## src/rtl/dbnc_pkg.sv

```systemverilog
package dbnc_pkg;
    typedef enum logic [1:0] {
        HOLD  = 2'd0,
        SEEN1 = 2'd1,
        SEEN2 = 2'd2,
        SEEN3 = 2'd3
    } flt_state_e;

    localparam logic [1:0] A_FILT_EN = 2'd0;
    localparam logic [1:0] A_WIN_LO  = 2'd1;
    localparam logic [1:0] A_WIN_HI  = 2'd2;
    localparam logic [1:0] A_TB_SEL  = 2'd3;
    localparam logic [7:0] TB_ON_CODE = 8'h01;
endpackage

```

## src/rtl/dbnc_regs.sv

```systemverilog
module dbnc_regs
    import dbnc_pkg::*;
#(
    parameter int N_PORTS = 4
) (
    input  logic                   clk,
    input  logic                   rst_n,
    input  logic                   wr_en,
    input  logic [1:0]             wr_addr,
    input  logic [7:0]             wr_data,
    output logic [N_PORTS-1:0]     port_en,
    output logic [2*N_PORTS-1:0]   win_code,
    output logic                   tb_on
);
    always_ff @(posedge clk) begin
        if (!rst_n) begin
            port_en  <= '0;
            win_code <= '0;
            tb_on    <= 1'b0;
        end else if (wr_en) begin
            unique case (wr_addr)
                A_FILT_EN: port_en  <= wr_data[N_PORTS-1:0];
                A_WIN_LO:  win_code <= wr_data[2*N_PORTS-1:0];
                A_WIN_HI:  ;
                A_TB_SEL:  tb_on    <= (wr_data == TB_ON_CODE);
            endcase
        end
    end
endmodule

```

## src/rtl/dbnc_prescale.sv

```systemverilog
module dbnc_prescale #(
    parameter int T0 = 8,
    parameter int T1 = 128,
    parameter int T2 = 2000,
    parameter int T3 = 16000
) (
    input  logic       clk,
    input  logic       rst_n,
    input  logic       run,
    output logic [3:0] tick
);
    localparam int PER [4] = '{T0, T1, T2, T3};

    for (genvar k = 0; k < 4; k++) begin : g_div
        localparam int CW = $clog2(PER[k]);
        localparam logic [CW-1:0] LAST = CW'(PER[k] - 1);
        logic [CW-1:0] cnt;

        always_ff @(posedge clk) begin
            if (!rst_n || !run)  cnt <= '0;
            else if (cnt == LAST) cnt <= '0;
            else                  cnt <= cnt + 1'b1;
        end

        assign tick[k] = run && (cnt == LAST);
    end
endmodule

```

## src/rtl/dbnc_port.sv

```systemverilog
module dbnc_port
    import dbnc_pkg::*;
#(
    parameter int PORT_W = 8
) (
    input  logic              clk,
    input  logic              rst_n,
    input  logic              active,
    input  logic              tick,
    input  logic [PORT_W-1:0] din,
    output logic [PORT_W-1:0] dout
);
    for (genvar g = 0; g < PORT_W; g++) begin : g_bit
        flt_state_e st_q, st_d;
        logic       hold_q, hold_d;

        // next-state and output-register logic
        always_comb begin
            st_d   = st_q;
            hold_d = hold_q;
            if (!active) begin
                st_d   = HOLD;          // BYPASS
                hold_d = din[g];
            end else if (tick) begin
                if (din[g] == hold_q) begin
                    st_d = HOLD;        // RESTART
                end else begin
                    unique case (st_q)
                        HOLD:  st_d = SEEN1;
                        SEEN1: st_d = SEEN2;
                        SEEN2: st_d = SEEN3;
                        SEEN3: begin    // ACCEPT
                            st_d   = HOLD;
                            hold_d = din[g];
                        end
                    endcase
                end
            end
        end

        // state register
        always_ff @(posedge clk) begin
            if (!rst_n) begin
                st_q   <= HOLD;
                hold_q <= din[g];
            end else begin
                st_q   <= st_d;
                hold_q <= hold_d;
            end
        end

        assign dout[g] = active ? hold_q : din[g];
    end
endmodule

```

## src/rtl/din_debounce.sv

```systemverilog
module din_debounce
    import dbnc_pkg::*;
#(
    parameter int N_PORTS = 4,
    parameter int PORT_W  = 8,
    parameter int TICK0   = 8,
    parameter int TICK1   = 128,
    parameter int TICK2   = 2000,
    parameter int TICK3   = 16000
) (
    input  logic                        clk,
    input  logic                        rst_n,
    input  logic                        wr_en,
    input  logic [1:0]                  wr_addr,
    input  logic [7:0]                  wr_data,
    input  logic [N_PORTS*PORT_W-1:0]   raw_in,
    output logic [N_PORTS*PORT_W-1:0]   clean_out
);
    localparam int BUS_W = N_PORTS * PORT_W;

    logic [BUS_W-1:0]     sync1, sync2;
    logic [N_PORTS-1:0]   port_en, port_act, port_tick;
    logic [2*N_PORTS-1:0] win_code;
    logic                 tb_on;
    logic [3:0]           tick_all;

    always_ff @(posedge clk) begin
        sync1 <= raw_in;
        sync2 <= sync1;
    end

    dbnc_regs #(.N_PORTS(N_PORTS)) u_regs (
        .clk(clk), .rst_n(rst_n), .wr_en(wr_en), .wr_addr(wr_addr),
        .wr_data(wr_data), .port_en(port_en), .win_code(win_code), .tb_on(tb_on)
    );

    dbnc_prescale #(.T0(TICK0), .T1(TICK1), .T2(TICK2), .T3(TICK3)) u_pre (
        .clk(clk), .rst_n(rst_n), .run(tb_on), .tick(tick_all)
    );

    for (genvar p = 0; p < N_PORTS; p++) begin : g_port
        logic [1:0] code;
        assign code         = win_code[2*p +: 2];
        assign port_tick[p] = tick_all[code];
        assign port_act[p]  = port_en[p] & tb_on;

        dbnc_port #(.PORT_W(PORT_W)) u_port (
            .clk(clk), .rst_n(rst_n), .active(port_act[p]), .tick(port_tick[p]),
            .din(sync2[p*PORT_W +: PORT_W]), .dout(clean_out[p*PORT_W +: PORT_W])
        );
    end
endmodule

```

## config.mk

```make
export PLATFORM = sky130hd
export DESIGN_NAME = din_debounce
export DESIGN_NICKNAME = d
export VERILOG_FILES = /design/src/rtl/dbnc_pkg.sv /design/src/rtl/dbnc_regs.sv /design/src/rtl/dbnc_prescale.sv /design/src/rtl/dbnc_port.sv /design/src/rtl/din_debounce.sv
export SDC_FILE = /design/constraint.sdc
export NUM_CORES = 1
export LEC_CHECK = 0
export ABC_AREA = 1
export CORE_UTILIZATION = 41
export CTS_BUF_LIST = sky130_fd_sc_hd__clkbuf_8 sky130_fd_sc_hd__clkbuf_16
export DETAILED_ROUTE_END_ITERATION = 10
export DONT_BUFFER_PORTS = 1
export PLACE_DENSITY = 0.53
export SETUP_SLACK_MARGIN = 0.2
export SYNTH_ARGS = -nofsm -noshare
export SYNTH_HDL_FRONTEND = slang
export SYNTH_HIERARCHICAL = 1
export SYNTH_SLANG_ARGS = --single-unit
```

## constraint.sdc

```tcl
create_clock -name clk -period 3.35 [get_ports clk]
set_clock_uncertainty 0.15 [all_clocks]
set_input_delay 0.1675 -clock clk [delete_from_list [all_inputs] [get_ports clk]]
set_output_delay 0.1675 -clock clk [all_outputs]
set_load 0.005 [all_outputs]
```

### Word-level counts from Yosys, hierarchy flattened

Cells that the tools add are included.

* input bits: 45
* output and inout bits: 32
* bits in registers: 208

* reduce and logical (&&, ||, !) cells: 83
* equal/unequal tests: 203
* bitwise gates (word level): 4
* muxes and demuxes: 264
* magnitude comparators: 4
* add/subtract/negate cells: 4

Operators with widths (number)
* case mux 2 bit (4 select lines): 32
* != test 3 bit (second input constant): 68
* two-way mux 1 bit: 196
* == test 2 bit (second input constant): 65
* AND reduction 3 bit: 32
* == test 2 x 1 -> 1 bit (second input constant): 33
* zero test 2 bit: 33
* two-way mux 2 bit: 32
* == test 1 bit: 32
* adder 14 x 1 -> 14 bit (second input constant): 1
* == test 14 bit (second input constant): 1
* AND reduction 2 bit: 7
* < comparator 2 x 3 -> 1 bit (second input constant): 4
* adder 11 x 1 -> 11 bit (second input constant): 1
* == test 11 bit (second input constant): 1
* binary-select mux 1 bit (select 2 bit): 4
* == test 8 x 1 -> 1 bit (second input constant): 1
* OR reduction 2 bit: 4
* adder 7 x 1 -> 7 bit (second input constant): 1
* == test 7 bit (second input constant): 1
* bitwise AND 1 bit: 4
* logical AND 1 bit: 4
* adder 3 x 1 -> 3 bit (second input constant): 1
* == test 3 bit (second input constant): 1
* 2 further kinds: 3

### Longest topological paths before layout

* word-level depth: 7
* gate-level depth with buffers: 12
* gate-level depth less buffers: 11

### Modules after synthesis

The synthesis kept the hierarchy.

By module, submodules not included
* dbnc_port: cells an instance 209, instances 4, area an instance 1675.4 µm²
* dbnc_prescale: cells an instance 225, instances 1, area an instance 1616.6 µm²
* din_debounce: cells an instance 112, instances 1, area an instance 1471.4 µm²
* dbnc_regs: cells an instance 75, instances 1, area an instance 536.8 µm²

### Least setup slack after synthesis

Ideal clock, no wire load.

* path type: reg-to-reg
* start point: register u_pre.g_div[3].cnt[0]
* end point: register g_port[0].u_port.g_bit[4].hold_q, enable pin
* setup slack: 1292 ps
* stages on the path, launching flop included: 13
* path buffers: 1
* arrival time: 1617 ps
* library setup time: 291 ps
* data required time: 2909 ps
* cells stage by stage: dfxtp_1 -> ha_1 -> nand3_1 -> nor2_2 -> nand3_2 -> nor2_1 -> inv_1 -> nand2_1 -> nand3_1 -> nand2_1 -> buf_2 -> nand4_1 -> nand2_1

* word-level cells in the longest chain between the ends: 6

Ends and longest elaborated chain
* from (decl): RTL line dbnc_prescale.sv:17 `logic [CW-1:0] cnt;`
* from (signal assigned): RTL line dbnc_prescale.sv:22 `else cnt <= cnt + 1'b1;`
* == test 14 bit: RTL line dbnc_prescale.sv:25 `assign tick[k] = run && (cnt == LAST);`
* logical AND 1 bit: RTL line dbnc_prescale.sv:25
* via tick_all[3]: RTL line din_debounce.sv:25 `logic [3:0] tick_all;`
* binary-select mux 1 bit (select 2 bit): RTL line din_debounce.sv:44 `assign port_tick[p] = tick_all[code];`
* two-way mux 1 bit (not written as such): RTL line din_debounce.sv:44
* via port_tick[0]: RTL line din_debounce.sv:22 `logic [N_PORTS-1:0] port_en, port_act, port_tick;`
* != test 3 bit (no source line)
* AND reduction 3 bit (no source line)
* to (signal assigned): RTL line dbnc_port.sv:45 `hold_q <= din[g];`
* to (signal assigned): RTL line dbnc_port.sv:48 `hold_q <= hold_d;`
* to (decl): RTL line dbnc_port.sv:15 `logic hold_q, hold_d;`

The timed path passes the listed nets, and every way through them passes these cells. The select of a mux whose other input is x is not followed.
A chain may end at the register's enable or synchronous reset.

### Worst setup path after layout

* start point: register u_pre.g_div[2].cnt[0]
* end point: register g_port[2].u_port.g_bit[3].hold_q, enable pin

* word-level cells in the longest chain between the ends: 6

Ends and longest elaborated chain (RTL line)
* from (decl): dbnc_prescale.sv:17
* from (signal assigned): dbnc_prescale.sv:22
* == test 11 bit: dbnc_prescale.sv:25
* logical AND 1 bit: dbnc_prescale.sv:25
* via tick_all[2]: din_debounce.sv:25
* binary-select mux 1 bit (select 2 bit): din_debounce.sv:44
* two-way mux 1 bit (not written as such): din_debounce.sv:44
* via port_tick[2]: din_debounce.sv:22
* != test 3 bit (no source line)
* AND reduction 3 bit (no source line)
* to (signal assigned): dbnc_port.sv:45
* to (signal assigned): dbnc_port.sv:48
* to (decl): dbnc_port.sv:15

The timed path passes the listed nets, and every way through them passes these cells. The select of a mux whose other input is x is not followed.

==> metrics.md <==
| Metric | Value |
|---|---|
| Critical-path top delay cell | `nand2_2` |
| Power per cell area | `462 mW/mm^2` |
| Non-Filler Instances | `1654` |
| Row count | `57` |
| Internal | `4320 uW` |
| Worst-Skew Late Latency | `510 ps` |
| CP required | `3420 ps` |
| Worst-path cell chain | `ha_1 -> nand2_1 -> nor2_1 -> nand2_1 -> nor3_1 -> inv_1 -> nand2_1 -> nand3_1 -> nand2_2 -> nand4_1 -> nand2_1` |
| Max-slew violations | `0` |
| Placer congestion estimate | `0.721` |
| TritonCTS clock tree | `done` |
| Yosys cell types | `30` |
| Critical path type | `reg2reg` |
| P_sw | `1200 uW` |
| Crit share post-route | `76.1%` |
| Total Wirelength | `18900 um` |
| Longest Clk Path Bufs | `3` |
| Antenna diodes | `0` |
| Worst Hold End | `sync1[19]$_DFF_P_` |
| I/O pin count | `77` |
| CTS root buf | `clkbuf_16` |
| CP Capture Type | `register` |
| Synth top area share | `34.1%` |
| Crit-path max FO | `29` |
| Sw frac | `21.7%` |
| DR iter-0 viols | `381` |
| Fin util | `48.7%` |
| Sequential share of the synthesized area | `43.4%` |
| Setup TNS | `0 ps` |
| Netlist Area Pre-Place | `0.0103 mm^2` |
| Port Buf Inserts | `0` |
| Arr. time, crit path | `2620 ps` |
| HPWL after DPL | `12700 um` |
| Period minus WS final | `2550 ps` |
| DRT antenna net count | `0` |
| Hold path start | `raw_in[19]` |
| Seq pwr share | `48.0%` |
| Layout cells sized above 1 | `12.6%` |
| H-Tree Level Count | `1` |
| Largest net degree at the start of global routing | `30` |
| Cell taking the most area after synthesis | `dfxtp_1` |
| Syn Area/Cell | `8.27 um^2` |
| Full die area | `0.0258 mm^2` |
| Layout filler cell count | `2385` |
| Core area | `0.0245 mm^2` |
| Ys Warns | `6` |
| Syn nets | `1394` |
| Total CTS buffers | `24` |
| Avg WL per Cell | `11.4 um` |
| Gr usage total | `14.8%` |
| Leakage | `0.00510 uW` |
| Vias per cell | `4.52` |
| Status | `completed` |
| R2r setup slk | `800 ps` |
| P&R area growth vs syn | `15.7%` |
| DR vias | `7481` |
| CP startpoint kind | `register` |
| CP Launch Point | `u_pre/g_div[2].cnt[0]$_SDFF_PP0_` |
| Worst VDD drop | `0.347 mV` |
| Chip Height | `161 um` |
| Max Clk Rate | `392 MHz` |
| Mapped Cells | `1248` |
| Synthesis-stage register bit count | `208` |
| DIE WIDTH | `161 um` |
| First-pass GRT wire length | `32100 um` |
| Final hold slack | `53.7 ps` |
| Unrepaired setup endpoints after global routing | `false` |
| Most frequent cells in the layout | `inv_1, nand2_1, dfxtp_1, ha_1, nand3_1` |
| Inst Count DP | `1555` |
| Register area | `0.00448 mm^2` |
| First-pass DRT Iterations | `5` |
| Worst-margin pin slew | `709 ps` |
| Initial antenna violation count | `0` |
| Comb pwr share | `4.8%` |
| Cts repair resizes | `0` |
| Worst r2r src | `u_pre/g_div[2].cnt[0]$_SDFF_PP0_` |
| Worst path max stage delay | `530 ps` |
| Clock share of power | `47.2%` |
| Total gr overflow | `0` |
| Tightest Hold Check Type | `in2reg` |
| Main area contributors after synthesis | `dfxtp_1, ha_1, edfxtp_1, inv_1, nand2_1` |
| Reg2Reg Depth | `11` |
| RR Endpoint | `g_port[2].u_port/g_bit[3].hold_q$_DFFE_PP_` |
| Multi-input logic area | `0.00464 mm^2` |
| Clock sinks | `208` |
| Setup Viol. Count Final | `0` |
| Most frequent CP cell | `nand2_1` |
| Most common cell after layout, fill and taps aside | `inv_1` |
| Residual DRC | `0` |
| Final hold viol count | `0` |
| Layout Nets | `1458` |
| Initial Utilization | `42.1%` |
| Clock transition at path regs | `60 ps` |
| Max cap viols | `0` |
| Max_slew headroom | `52.6%` |
| Vias in the first global route | `6921` |
| Hold depth | `1` |
-- synthesized netlist by cell type, drive strengths merged --
cell type,count
buf,31
ha,101
edfxtp,32
nand3,89
o21ai,112
nor2,80
xnor2,6
nand4,39
nor3,1
or2,2
dfxtp,176
o21bai,2
xor2,4
clkinv,1
nand2,247
inv,253
a31oi,1
a21oi,71
-- logic make-up (layout without fill, tap and decap cells) --
family	Yosys count	after routing	share of synthesized area [%]
xor gates and xnor gates	10	10	0.848
adders and majority gates	101	101	12.2
AOI/OAI and AO/OA	186	186	12.6
DFF	208	208	43.4
and+or+nand+nor	458	458	19.1
buffers and inverters	285	367	11.7
-- cell type report --
type	instances	share of cell area [%]
clock buffer	27	5.47
clock inverter	17	1.25
inverter	254	8.02
multi-input combinational	755	38.8
sequential	208	37.5
tap	324	3.39
timing repair buffer	69	5.49
-- power groups by stage --
stage	combinational (uW)	clock, uW	sequential (uW)
floorplan	168	0	2690
global placement	208	0	2700
detailed placement	209	0	2710
CTS	266	2720	2650
global route	298	2820	2660
finish	264	2610	2650
-- routing by layer --
| metal | track usage (%) | routed length, um | up-vias |
|---|---|---|---|
| li1 | - | - | 4083 |
| met1 | 19.8 | 9450 | 3275 |
| met2 | 24.0 | 8130 | 90 |
| met3 | 2.84 | 882 | 33 |
| met4 | 5.02 | 407 | 0 |
| met5 | 0 | 0 | - |
-- worst max-delay path, delay by kind of cell, from the launching register on --
family	cells	cell delay (ps)
flops	1	350
fa+ha+maj	1	190
simple gates	9	1440
buf+inv	1	130
-- through the flow --
stage / worst slack [ps] / area (um^2) / total power, uW
5_1_grt: 417 / 11900 / 5780
3_3_place_gp: 830 / 10600 / 2910
3_5_place_dp: 766 / 10600 / 2920
4_1_cts: 753 / 11900 / 5640
6_report: 802 / 11900 / 5520
2_1_floorplan: 1290 / 10300 / 2860
-- worst max path at each step --
stage          cells past startpoint                                             end  slack [ps]
6_report                          11      g_port[2].u_port/g_bit[3].hold_q$_DFFE_PP_         800
5_1_grt                           12  g_port[2].u_port/g_bit[3].st_q[0]$_SDFFE_PN0P_         420
4_1_cts                           12  g_port[2].u_port/g_bit[3].st_q[0]$_SDFFE_PN0P_         750
3_5_place_dp                      11      g_port[2].u_port/g_bit[3].hold_q$_DFFE_PP_         770
3_3_place_gp                      11      g_port[2].u_port/g_bit[6].hold_q$_DFFE_PP_         830
2_1_floorplan                     12      g_port[0].u_port/g_bit[4].hold_q$_DFFE_PP_        1290
-- registers in the layout, summed over array words and instances (netlist names) --
name	flops
u_pre/g_div.cnt	35
sync1	32
u_regs/tb_on	1
g_port.u_port/g_bit.st_q	64
u_regs/port_en	4
sync2	32
u_regs/win_code	8
g_port.u_port/g_bit.hold_q	32
-- what timing repair did --
| action | 4_1_cts | 5_1_grt |
|---|---|---|
| endpoints found under the hold margin | 102 | 0 |
| buffers inserted | 0 | 0 |
| hold buffers | 55 | 0 |
Note: power is estimated with default switching activity, not from simulation.
